`config.mk`:
```
export PLATFORM = sky130hd
export DESIGN_NAME = standby_ctrl
export DESIGN_NICKNAME = d
export VERILOG_FILES = /design/src/rtl/sbc_pkg.sv /design/src/rtl/sbc_unlock.sv /design/src/rtl/sbc_wake_eval.sv /design/src/rtl/sbc_mode_fsm.sv /design/src/rtl/standby_ctrl.sv
export SDC_FILE = /design/constraint.sdc
export NUM_CORES = 1
export LEC_CHECK = 0
export BUFFER_PORTS_ARGS = -buffer_cell sky130_fd_sc_hd__buf_2
export CORE_UTILIZATION = 32
export CTS_CLUSTER_DIAMETER = 40
export DETAILED_ROUTE_END_ITERATION = 8
export PLACE_DENSITY = 0.83
export SETUP_SLACK_MARGIN = 0.05
export SYNTH_ARGS = -nofsm -noshare
export SYNTH_HDL_FRONTEND = slang
export SYNTH_SLANG_ARGS = --single-unit
```
`constraint.sdc`:
```
create_clock -name clk -period 1.9 [get_ports clk]
set_input_delay 0 -clock clk [delete_from_list [all_inputs] [get_ports clk]]
set_output_delay 0 -clock clk [all_outputs]
set_load 0.02 [all_outputs]
```
`src/rtl/sbc_pkg.sv`:
```
package sbc_pkg;

  typedef enum logic [1:0] {
    MODE_RUN  = 2'b00,
    MODE_HALT = 2'b01,
    MODE_STOP = 2'b10
  } sbc_mode_e;

  typedef enum logic [1:0] {
    ARM_IDLE = 2'b00,
    ARM_HALF = 2'b01,
    ARM_SET  = 2'b10
  } sbc_arm_e;

  localparam logic [1:0] CODE_RUN  = 2'b00;
  localparam logic [1:0] CODE_HALT = 2'b01;
  localparam logic [1:0] CODE_STOP = 2'b10;
  localparam logic [1:0] CODE_BAD  = 2'b11;

  localparam logic [7:0] ARM_KEY_FIRST  = 8'h05;
  localparam logic [7:0] ARM_KEY_SECOND = 8'h0A;

endpackage

```
`src/rtl/sbc_unlock.sv`:
```
module sbc_unlock
  import sbc_pkg::*;
(
  input  logic       clk,
  input  logic       rst_n,
  input  logic       key_wr,
  input  logic       any_wr,
  input  logic [7:0] key_data,
  input  logic       stop_entry,
  output logic       armed
);

  sbc_arm_e state_q, state_d;

  always_comb begin
    state_d = state_q;
    if (stop_entry) begin
      state_d = ARM_IDLE;
    end else if (key_wr) begin
      if (key_data == ARM_KEY_FIRST)
        state_d = ARM_HALF;
      else if (key_data == ARM_KEY_SECOND && state_q == ARM_HALF)
        state_d = ARM_SET;
      else
        state_d = ARM_IDLE;
    end else if (any_wr && state_q == ARM_HALF) begin
      state_d = ARM_IDLE;
    end
  end

  always_ff @(posedge clk or negedge rst_n) begin
    if (!rst_n) state_q <= ARM_IDLE;
    else        state_q <= state_d;
  end

  assign armed = (state_q == ARM_SET);

  // one STOP entry uses up the arming
  assert_arm_consumed_R4: assert property (@(posedge clk) disable iff (!rst_n)
    stop_entry |=> !armed);

  // arming needs the second key right after the first
  assert_arm_order_R4: assert property (@(posedge clk) disable iff (!rst_n)
    (!armed ##1 armed) |-> ($past(key_wr) && $past(key_data) == ARM_KEY_SECOND));

endmodule

```
`src/rtl/sbc_wake_eval.sv`:
```
module sbc_wake_eval #(
  parameter int              N_IRQ     = 16,
  parameter logic [N_IRQ-1:0] STOP_MASK = 16'h011F
) (
  input  logic             clk,
  input  logic             rst_n,
  input  logic [N_IRQ-1:0] irq_en,
  input  logic [N_IRQ-1:0] irq_req,
  input  logic             wdt_irq,
  output logic             pending,
  output logic             halt_wake,
  output logic             stop_wake
);

  function automatic logic masked_any(input logic [N_IRQ-1:0] en,
                                      input logic [N_IRQ-1:0] req,
                                      input logic [N_IRQ-1:0] mask);
    return |(en & req & mask);
  endfunction

  logic [N_IRQ-1:0] all_ones;
  assign all_ones  = '1;

  assign pending   = masked_any(irq_en, irq_req, all_ones);
  assign halt_wake = wdt_irq | pending;
  assign stop_wake = masked_any(irq_en, irq_req, STOP_MASK);

  // every deep-sleep wake source also releases light sleep
  assert_stop_src_subset_R8: assert property (@(posedge clk) disable iff (!rst_n)
    stop_wake |-> halt_wake);

endmodule

```
`src/rtl/sbc_mode_fsm.sv`:
```
module sbc_mode_fsm
  import sbc_pkg::*;
(
  input  logic       clk,
  input  logic       rst_n,
  input  logic       mode_wr,
  input  logic [1:0] mode_code,
  input  logic       pending,
  input  logic       armed,
  input  logic       halt_wake,
  input  logic       stop_wake,
  input  logic       master_ie,
  output sbc_mode_e  mode,
  output logic       stop_entry,
  output logic       wake_pulse,
  output logic       service
);

  sbc_mode_e mode_q, mode_d;
  logic      entry_ok, halt_entry, wake_now;
  logic      wake_q, svc_q;

  assign entry_ok   = mode_wr && (mode_q == MODE_RUN) && !pending;
  assign halt_entry = entry_ok && (mode_code == CODE_HALT);
  assign stop_entry = entry_ok && (mode_code == CODE_STOP) && armed;
  assign wake_now   = ((mode_q == MODE_HALT) && halt_wake) ||
                      ((mode_q == MODE_STOP) && stop_wake);

  always_comb begin
    mode_d = mode_q;
    if (wake_now)        mode_d = MODE_RUN;
    else if (halt_entry) mode_d = MODE_HALT;
    else if (stop_entry) mode_d = MODE_STOP;
  end

  always_ff @(posedge clk or negedge rst_n) begin
    if (!rst_n) begin
      mode_q <= MODE_RUN;
      wake_q <= 1'b0;
      svc_q  <= 1'b0;
    end else begin
      mode_q <= mode_d;
      wake_q <= wake_now;
      svc_q  <= wake_now & master_ie;
    end
  end

  assign mode       = mode_q;
  assign wake_pulse = wake_q;
  assign service    = svc_q;

  // no sleep entry while an enabled request is pending
  assert_refuse_pending_R6: assert property (@(posedge clk) disable iff (!rst_n)
    (mode_q == MODE_RUN && mode_wr && pending) |=> mode_q == MODE_RUN);

  // the prohibited code leaves run mode untouched
  assert_bad_code_R5: assert property (@(posedge clk) disable iff (!rst_n)
    (mode_q == MODE_RUN && mode_wr && mode_code == CODE_BAD) |=> mode_q == MODE_RUN);

  // STOP is reached only with the arming present
  assert_stop_needs_arm_R3: assert property (@(posedge clk) disable iff (!rst_n)
    (mode_q != MODE_STOP ##1 mode_q == MODE_STOP) |-> $past(armed));

  // the mode is already run when the pulse shows
  assert_wake_run_R9: assert property (@(posedge clk) disable iff (!rst_n)
    wake_q |-> mode_q == MODE_RUN);

endmodule

```
`src/rtl/standby_ctrl.sv`:
```
module standby_ctrl
  import sbc_pkg::*;
#(
  parameter int               ADDR_W      = 16,
  parameter logic [ADDR_W-1:0] MODE_ADDR   = 16'hF009,
  parameter logic [ADDR_W-1:0] UNLOCK_ADDR = 16'hF008,
  parameter int               N_IRQ       = 16,
  parameter logic [N_IRQ-1:0]  STOP_MASK   = 16'h011F
) (
  input  logic              clk,
  input  logic              rst_n,
  input  logic              bus_wr,
  input  logic [ADDR_W-1:0] bus_addr,
  input  logic [7:0]        bus_wdata,
  input  logic [N_IRQ-1:0]  irq_en,
  input  logic [N_IRQ-1:0]  irq_req,
  input  logic              wdt_irq,
  input  logic              master_ie,
  output logic              cpu_clk_stop,
  output logic              periph_clk_stop,
  output logic              wake,
  output logic              service_irq
);

  logic      mode_wr, key_wr, armed, stop_entry;
  logic      pending, halt_wake, stop_wake;
  sbc_mode_e mode;

  assign mode_wr = bus_wr && (bus_addr == MODE_ADDR);
  assign key_wr  = bus_wr && (bus_addr == UNLOCK_ADDR);

  sbc_unlock u_unlock (
    .clk        (clk),
    .rst_n      (rst_n),
    .key_wr     (key_wr),
    .any_wr     (bus_wr),
    .key_data   (bus_wdata),
    .stop_entry (stop_entry),
    .armed      (armed)
  );

  sbc_wake_eval #(
    .N_IRQ     (N_IRQ),
    .STOP_MASK (STOP_MASK)
  ) u_wake (
    .clk       (clk),
    .rst_n     (rst_n),
    .irq_en    (irq_en),
    .irq_req   (irq_req),
    .wdt_irq   (wdt_irq),
    .pending   (pending),
    .halt_wake (halt_wake),
    .stop_wake (stop_wake)
  );

  sbc_mode_fsm u_fsm (
    .clk        (clk),
    .rst_n      (rst_n),
    .mode_wr    (mode_wr),
    .mode_code  (bus_wdata[1:0]),
    .pending    (pending),
    .armed      (armed),
    .halt_wake  (halt_wake),
    .stop_wake  (stop_wake),
    .master_ie  (master_ie),
    .mode       (mode),
    .stop_entry (stop_entry),
    .wake_pulse (wake),
    .service    (service_irq)
  );

  assign cpu_clk_stop    = (mode != MODE_RUN);
  assign periph_clk_stop = (mode == MODE_STOP);

  // peripheral clocks never stop while the core clock runs
  assert_clk_order_R2: assert property (@(posedge clk) disable iff (!rst_n)
    periph_clk_stop |-> cpu_clk_stop);

  // wake lasts a single cycle
  assert_wake_single_R9: assert property (@(posedge clk) disable iff (!rst_n)
    wake |=> !wake);

  // service request only travels with a wake
  assert_service_with_wake_R10: assert property (@(posedge clk) disable iff (!rst_n)
    service_irq |-> wake);

endmodule

```
==> run summary, run 1 <==
Worst EP arrival = 1480 ps
R2R Setup Slk = 600 ps
Worst Max-Slew Pin Slew = 370 ps
Max-cap violations = 0
Area contributors post-synth = dfrtp_1 32%, nor4b_2 13%, a22oi_1 6.3%
Tot GR Track Use = 0.197
Initial core utilization = 0.356
Mapped Cells = 49
Met3 wire len = 56 um
Slew Viols, Final = 0
Status = finished, final reports clean
Max-slew headroom = 0.752
Number of hold violations in the final report = 0
First-pass GRT wire length = 2080 um
Final Instance Area = 856 um^2
Residual DRC = 0
Worst hold slack = 26.2 ps
Mapped cell area = 474 um^2
Pwr dens = 387 nW/um^2
Pin count of the biggest net entering global routing = 7
Syn nets = 110
Die height = 40.5 um
1st-pass router iterations = 4
Layout cells sized above 1 = 0.627
Gpl congestion = 0.711
Ys async rst share = 1.00
Area after DPL = 813 um^2
Combinational Power Share = 0.273
Synth cell types = 25
Area Growth Syn to Fin = 80.5%
Top Metal Used = met4
Antenna violations before repair = 0
Met2 WL = 826 um
Clock Sinks = 6
Iter 0 DRT Violations = 10
EDFF count, synth = 0
Crit path kind = reg2reg
Yosys reg bits = 6
Via/cell ratio = 4.82
Period utilisation layout = 0.684
Post-route minimum period = 1300 ps
Startpoint Class = register
Worst-Skew Late Latency = 240 ps
Sequential power share = 0.387
I/O pin total = 65
Cell family with the largest share of critical-path delay = simple AND/OR/NAND/NOR gates
CP Cell Sequence = nor4b_1 -> nand2_1 -> nor3_1 -> o21a_1
Crit-path max FO = 6
CP max stage cell = dfrtp_1
TritonCTS clock tree = done
P_sw = 71.4 uW
Setup_tns = 0 ps
Routed wire per std cell = 11.3 um
Synth cell count leaders = 6 x dfrtp_1, 4 x a22oi_1, 4 x nor2_1, 4 x nor4b_2
Non-filler cells, final = 133
Vias in the first global route = 567
Total placed cells including tap cells = 128
Detail Route Antenna Nets = 0
Met1 wire length = 610 um
Rows = 13
Count leader, synth = dfrtp_1
CP Buf/Inv Count = 0
Layout filler cell count = 132
Clk_skew = 1.03 ps
RSZ-0062 raised after global routing = no
Clock network power share = 0.339
Static leakage = 0.471 nW
CTS Buf Count = 3
Area of the die = 1640 um^2
Pint = 260 uW
Post-CTS setup buffer count = 0
Ys flop type = dfrtp_1
Sequential share of the synthesized area = 0.317
Area fraction of the dominant cell type after synthesis = 0.317
# setup viols final = 0
CTS max path bufs = 2
CP peak stage delay = 420 ps
HPWL after DPL = 1320 um
Antenna Diode Count = 0
Required @ worst endpoint = 2080 ps
Area leader, netlist = dfrtp_1
Type of the most critical hold path = in2reg
Avg Inst Size Synth = 9.68 um^2
Synth warn = 0
Die width = 40.5 um
Port bufs = 64
Final net count = 181
Root buf cell = clkbuf_4
Peak supply drop = 321 uV
Core area = 1330 um^2
Sw Share = 0.215
Routed WL = 1500 um
Vias = 641
H-tree levels = 1
Highest clock rate = 0.770 GHz
GRT Residual Overflow = 0
Total Power = 331 uW
CTS clk-pin slew, worst paths = 40 ps
Endpoint class of the critical path = register
[area by class of cell]
cell class / count / area (um^2) / area share
multi-input combinational: 40 / 313 / 0.365
tap: 15 / 18.8 / 0.0219
inverter: 3 / 11.3 / 0.0132
clock buffer: 3 / 22.5 / 0.0263
timing repair buffer: 66 / 340 / 0.398
sequential: 6 / 150 / 0.175
[power groups by stage]
stage / clock (mW) / sequential, mW / combinational, mW
floorplan: 0 / 0.130 / 0.0205
global placement: 0 / 0.130 / 0.0852
detailed placement: 0 / 0.130 / 0.0878
CTS: 0.120 / 0.128 / 0.0914
global route: 0.130 / 0.128 / 0.101
finish: 0.112 / 0.128 / 0.0905
[logic make-up after synthesis]
logic type | Yosys count | synth area share
and+or+nand+nor | 25 | 0.396
DFF | 6 | 0.317
buffers and inverters | 3 | 0.0237
muxes | 1 | 0.0211
AOI/OAI and AO/OA | 14 | 0.243
[routing by layer]
layer | up-vias | global-route usage
met2 | 14 | 0.369
li1 | 340 | -
met1 | 285 | 0.174
met5 | - | 0
met3 | 2 | 0.0611
met4 | 0 | 0.133
[flip-flops by register name (all words and copies together), names as in the netlist]
signal	count
u_fsm.service	1
u_fsm.mode	2
u_fsm.wake_pulse	1
u_unlock.state_q	2
[worst reg2reg max path: cells and delay by family, from the launching register on]
kind	cells	cell delay [ps]
and+or+nand+nor	3	670
DFF	1	420
AOI/OAI and AO/OA	1	150
[path summary, 6_finish.rpt]
| kind | endpoint | start | cells past startpoint |
|---|---|---|---|
| setup / recovery | u_fsm.mode[1] | u_fsm.mode[0] | 4 |
| hold / removal | u_fsm.wake_pulse | wdt_irq | 3 |
| setup reg to reg | u_fsm.mode[1] | u_fsm.mode[0] | 4 |
| hold reg to reg | u_fsm.mode[1] | u_fsm.mode[1] | 1 |
| max in group asynchronous | u_unlock.state_q[0] | rst_n | 2 |
| min in group asynchronous | u_fsm.service | rst_n | 2 |
[cells in the final DEF (no fill, tap or decap), drive strengths merged]
cell / n
a221oi: 2
buf: 64
and4b: 1
dfrtp: 6
nor2b: 2
nor4b: 5
a41oi: 1
nor4bb: 2
clkbuf: 3
a22oi: 4
nand4: 2
inv: 3
nor4: 1
o21ai: 1
dlygate4sd3: 2
nor2: 4
o21a: 2
nand3: 1
and3: 1
or3b: 1
mux2i: 1
or2: 1
nand2: 3
o31ai: 1
a22o: 2
a31o: 1
nor3: 1
[stage by stage]
stage	worst slack, ps	util
after global routing	496	0.642
after detailed placement	470	0.610
after CTS	579	0.642
final	601	0.642
after floorplan	687	-
after global placement	504	0.610
[repair_timing]
action / 4_1_cts / 5_1_grt
hold endpoints to repair: 7 / 0
hold buffers: 2 / 0
resized for setup: 0 / 0
No activity file was read; power rests on OpenSTA's default activity.
==> run 2: changes to the inputs <==
--- a/config.mk
+++ b/config.mk
@@ -6,10 +6,10 @@
 export NUM_CORES = 1
 export LEC_CHECK = 0
 export BUFFER_PORTS_ARGS = -buffer_cell sky130_fd_sc_hd__buf_2
-export CORE_UTILIZATION = 32
+export CORE_UTILIZATION = 29
 export CTS_CLUSTER_DIAMETER = 40
 export DETAILED_ROUTE_END_ITERATION = 8
-export PLACE_DENSITY = 0.83
+export PLACE_DENSITY = 0.77
 export SETUP_SLACK_MARGIN = 0.05
 export SYNTH_ARGS = -nofsm -noshare
 export SYNTH_HDL_FRONTEND = slang
==> constraint.sdc (replaced) <==
create_clock -name clk -period 1.4 [get_ports clk]
set_input_delay 0 -clock clk [delete_from_list [all_inputs] [get_ports clk]]
set_output_delay 0 -clock clk [all_outputs]
set_load 0.02 [all_outputs]
==> run 2 against run 1 <==
Against the previous run: cell count rose by 1.5%; setup slack worse by 430 ps; clock skew hardly changed; clock power grew 31%; clock-buffer cell count unchanged; sequential share of layout area fell by 0.28 points; global-route usage is 1.8 points lower; fmax rose by 5.3%; power increased by 34%; die area rose by 9.8%; critical endpoint is now u_fsm.mode[0]; largest cell class unchanged.
==> run summary, run 2 (synthesized netlist as in run 1, its figures left out) <==
Worst-Skew Late Latency = 230 ps (about the same)
CP max stage cell = or3b_1
RSZ-0062 raised after global routing = no
Post-CTS setup buffer count = 0 (unchanged)
Post-route minimum period = 1230 ps (-65.5 ps)
I/O pin total = 65 (unchanged)
Layout filler cell count = 133 (+0.76%)
Cell family with the largest share of critical-path delay = simple AND/OR/NAND/NOR gates
Worst hold slack = 29.3 ps (+3.10 ps)
Highest clock rate = 0.811 GHz (+5.3%)
Crit path kind = reg2reg
Final Instance Area = 870 um^2 (+1.6%)
Number of hold violations in the final report = 0 (unchanged)
Fin util = 0.571 (-0.0710)
Pint = 353 uW (+36%)
Max-cap violations = 0 (unchanged)
Pwr dens = 511 nW/um^2 (+32%)
Endpoint class of the critical path = register
Via/cell ratio = 4.72 (-2.1%)
HPWL after DPL = 1300 um (-1.6%)
Clock network power share = 0.331 (-0.008)
Clk_skew = 0.959 ps (-0.0669 ps)
Antenna violations before repair = 0 (unchanged)
Period utilisation layout = 0.881 (+0.197)
GRT Residual Overflow = 0 (unchanged)
Worst Max-Slew Pin Slew = 365 ps (-4.63 ps)
Static leakage = 0.475 nW (+0.90%)
Crit-path max FO = 5 (-1)
Rows = 14 (+1)
Commonest non-fill, non-tap cells in the layout = 64 x buf_2, 6 x dfrtp_1, 4 x a22oi_1, 4 x nor4b_2, 4 x nor2_1
Area after DPL = 822 um^2 (+1.1%)
Worst EP arrival = 1400 ps (-80 ps)
Layout cells sized above 1 = 0.639 (+0.0115)
CP peak stage delay = 430 ps (about the same)
Status = finished, final reports clean
Tot GR Track Use = 0.179 (-0.0178)
Routed WL = 1430 um (-4.3%)
Sw Share = 0.206 (-0.00951)
Gpl congestion = 0.721 (+1.4%)
Final net count = 182 (+0.55%)
Vias in the first global route = 614 (+8.3%)
Detail Route Antenna Nets = 0 (unchanged)
Iter 0 DRT Violations = 4 (-6)
Clock Sinks = 6 (unchanged)
CP Buf/Inv Count = 0 (unchanged)
Sequential power share = 0.392 (+0.005)
Die width = 42.4 um (+4.8%)
Root buf cell = clkbuf_4
H-tree levels = 1 (unchanged)
Type of the most critical hold path = in2reg
Area Growth Syn to Fin = 83.4%
Antenna Diode Count = 0 (unchanged)
# setup viols final = 0 (unchanged)
CTS max path bufs = 2 (unchanged)
Residual DRC = 0 (unchanged)
P_sw = 91.5 uW (+28%)
Area of the die = 1800 um^2 (+9.8%)
Routed wire per std cell = 10.6 um (-5.8%)
CP Cell Sequence = or3b_1 -> nor4b_2 -> o21a_1
CTS Buf Count = 3 (unchanged)
Most common cell after layout, fill and taps aside = buf_2
Vias = 637 (-0.62%)
Slew Viols, Final = 0 (unchanged)
Initial core utilization = 0.311 (-0.0444)
Max-slew headroom = 0.755 (+0.00310)
CTS clk-pin slew, worst paths = 40 ps (about the same)
First-pass GRT wire length = 2550 um (+23%)
Port bufs = 64 (unchanged)
Peak supply drop = 415 uV (+29%)
TritonCTS clock tree = done
Required @ worst endpoint = 1570 ps (-510 ps)
Combinational Power Share = 0.277 (+0.004)
Setup_tns = 0 ps (unchanged)
Die height = 42.4 um (+4.8%)
Startpoint Class = register
Pin count of the biggest net entering global routing = 7 (unchanged)
1st-pass router iterations = 4 (unchanged)
Core area = 1520 um^2 (+14%)
-- run 2: cell types whose count changed in the layout (fill, tap and decap cells not counted) --
cell / previous run / this run
nor3_2: 0 / 1
buf_4: 0 / 1
nor3_1: 1 / 0
-- run 2: final timing paths --
path	from	to	slack (ps)	cells after the start
max in group asynchronous	rst_n	u_fsm.wake_pulse	1140	2
min in group asynchronous	rst_n	u_unlock.state_q[1]	110	2
worst max register to register	u_fsm.mode[1]	u_fsm.mode[0]	170	3
worst max-delay path	u_fsm.mode[1]	u_fsm.mode[0]	170	3
worst min-delay path	wdt_irq	u_fsm.wake_pulse	30	3
worst min register to register	u_fsm.mode[1]	u_fsm.mode[1]	550	1
-- run 2: power groups by stage --
stage,Clock [mW],Sequential (mW),Combinational [mW]
2_1_floorplan,0,0.177,0.0278
3_3_place_gp,0,0.177,0.117
3_5_place_dp,0,0.177,0.120
4_1_cts,0.157,0.174,0.124
5_1_grt,0.164,0.174,0.137
6_report,0.147,0.174,0.123
-- run 2: repair_timing --
action                                  4_1_cts  5_1_grt
hold buffers                                  2        0
endpoints found under the setup margin        0        2
hold endpoints to repair                      7        0
gates resized for setup                       0        1
-- run 2: worst min-delay path, cell delays in order --
cell and delay [ps]:
buf_2 80, o31ai_2 90, inv_1 60
-- run 2: metrics by stage --
step | power, mW | worst slack (ps) | cells
after floorplan | 0.204 | 187 | 49
after global placement | 0.293 | 80.1 | 130
after detailed placement | 0.296 | 48.2 | 130
after CTS | 0.455 | 141 | 135
after global routing | 0.476 | 58.3 | 135
final | 0.444 | 166 | 135
-- run 2: cell type report --
| class | instances | area, um^2 | share of cell area |
|---|---|---|---|
| inverters | 3 | 11.3 | 0.0129 |
| well taps | 16 | 20.0 | 0.0230 |
| clock buffers | 3 | 22.5 | 0.0259 |
| repair buffers | 67 | 348 | 0.400 |
| multi-input cells | 40 | 318 | 0.365 |
| flip-flops and latches | 6 | 150 | 0.173 |
-- run 2: per-layer routing --
layer	routed length [um]	part of all wire	vias up	GRT usage
li1	-	-	341	-
met1	584	0.41	285	0.210
met2	815	0.57	11	0.329
met3	34	0.024	0	0.0259
met4	0	0	0	0.0563
met5	0	0	-	0
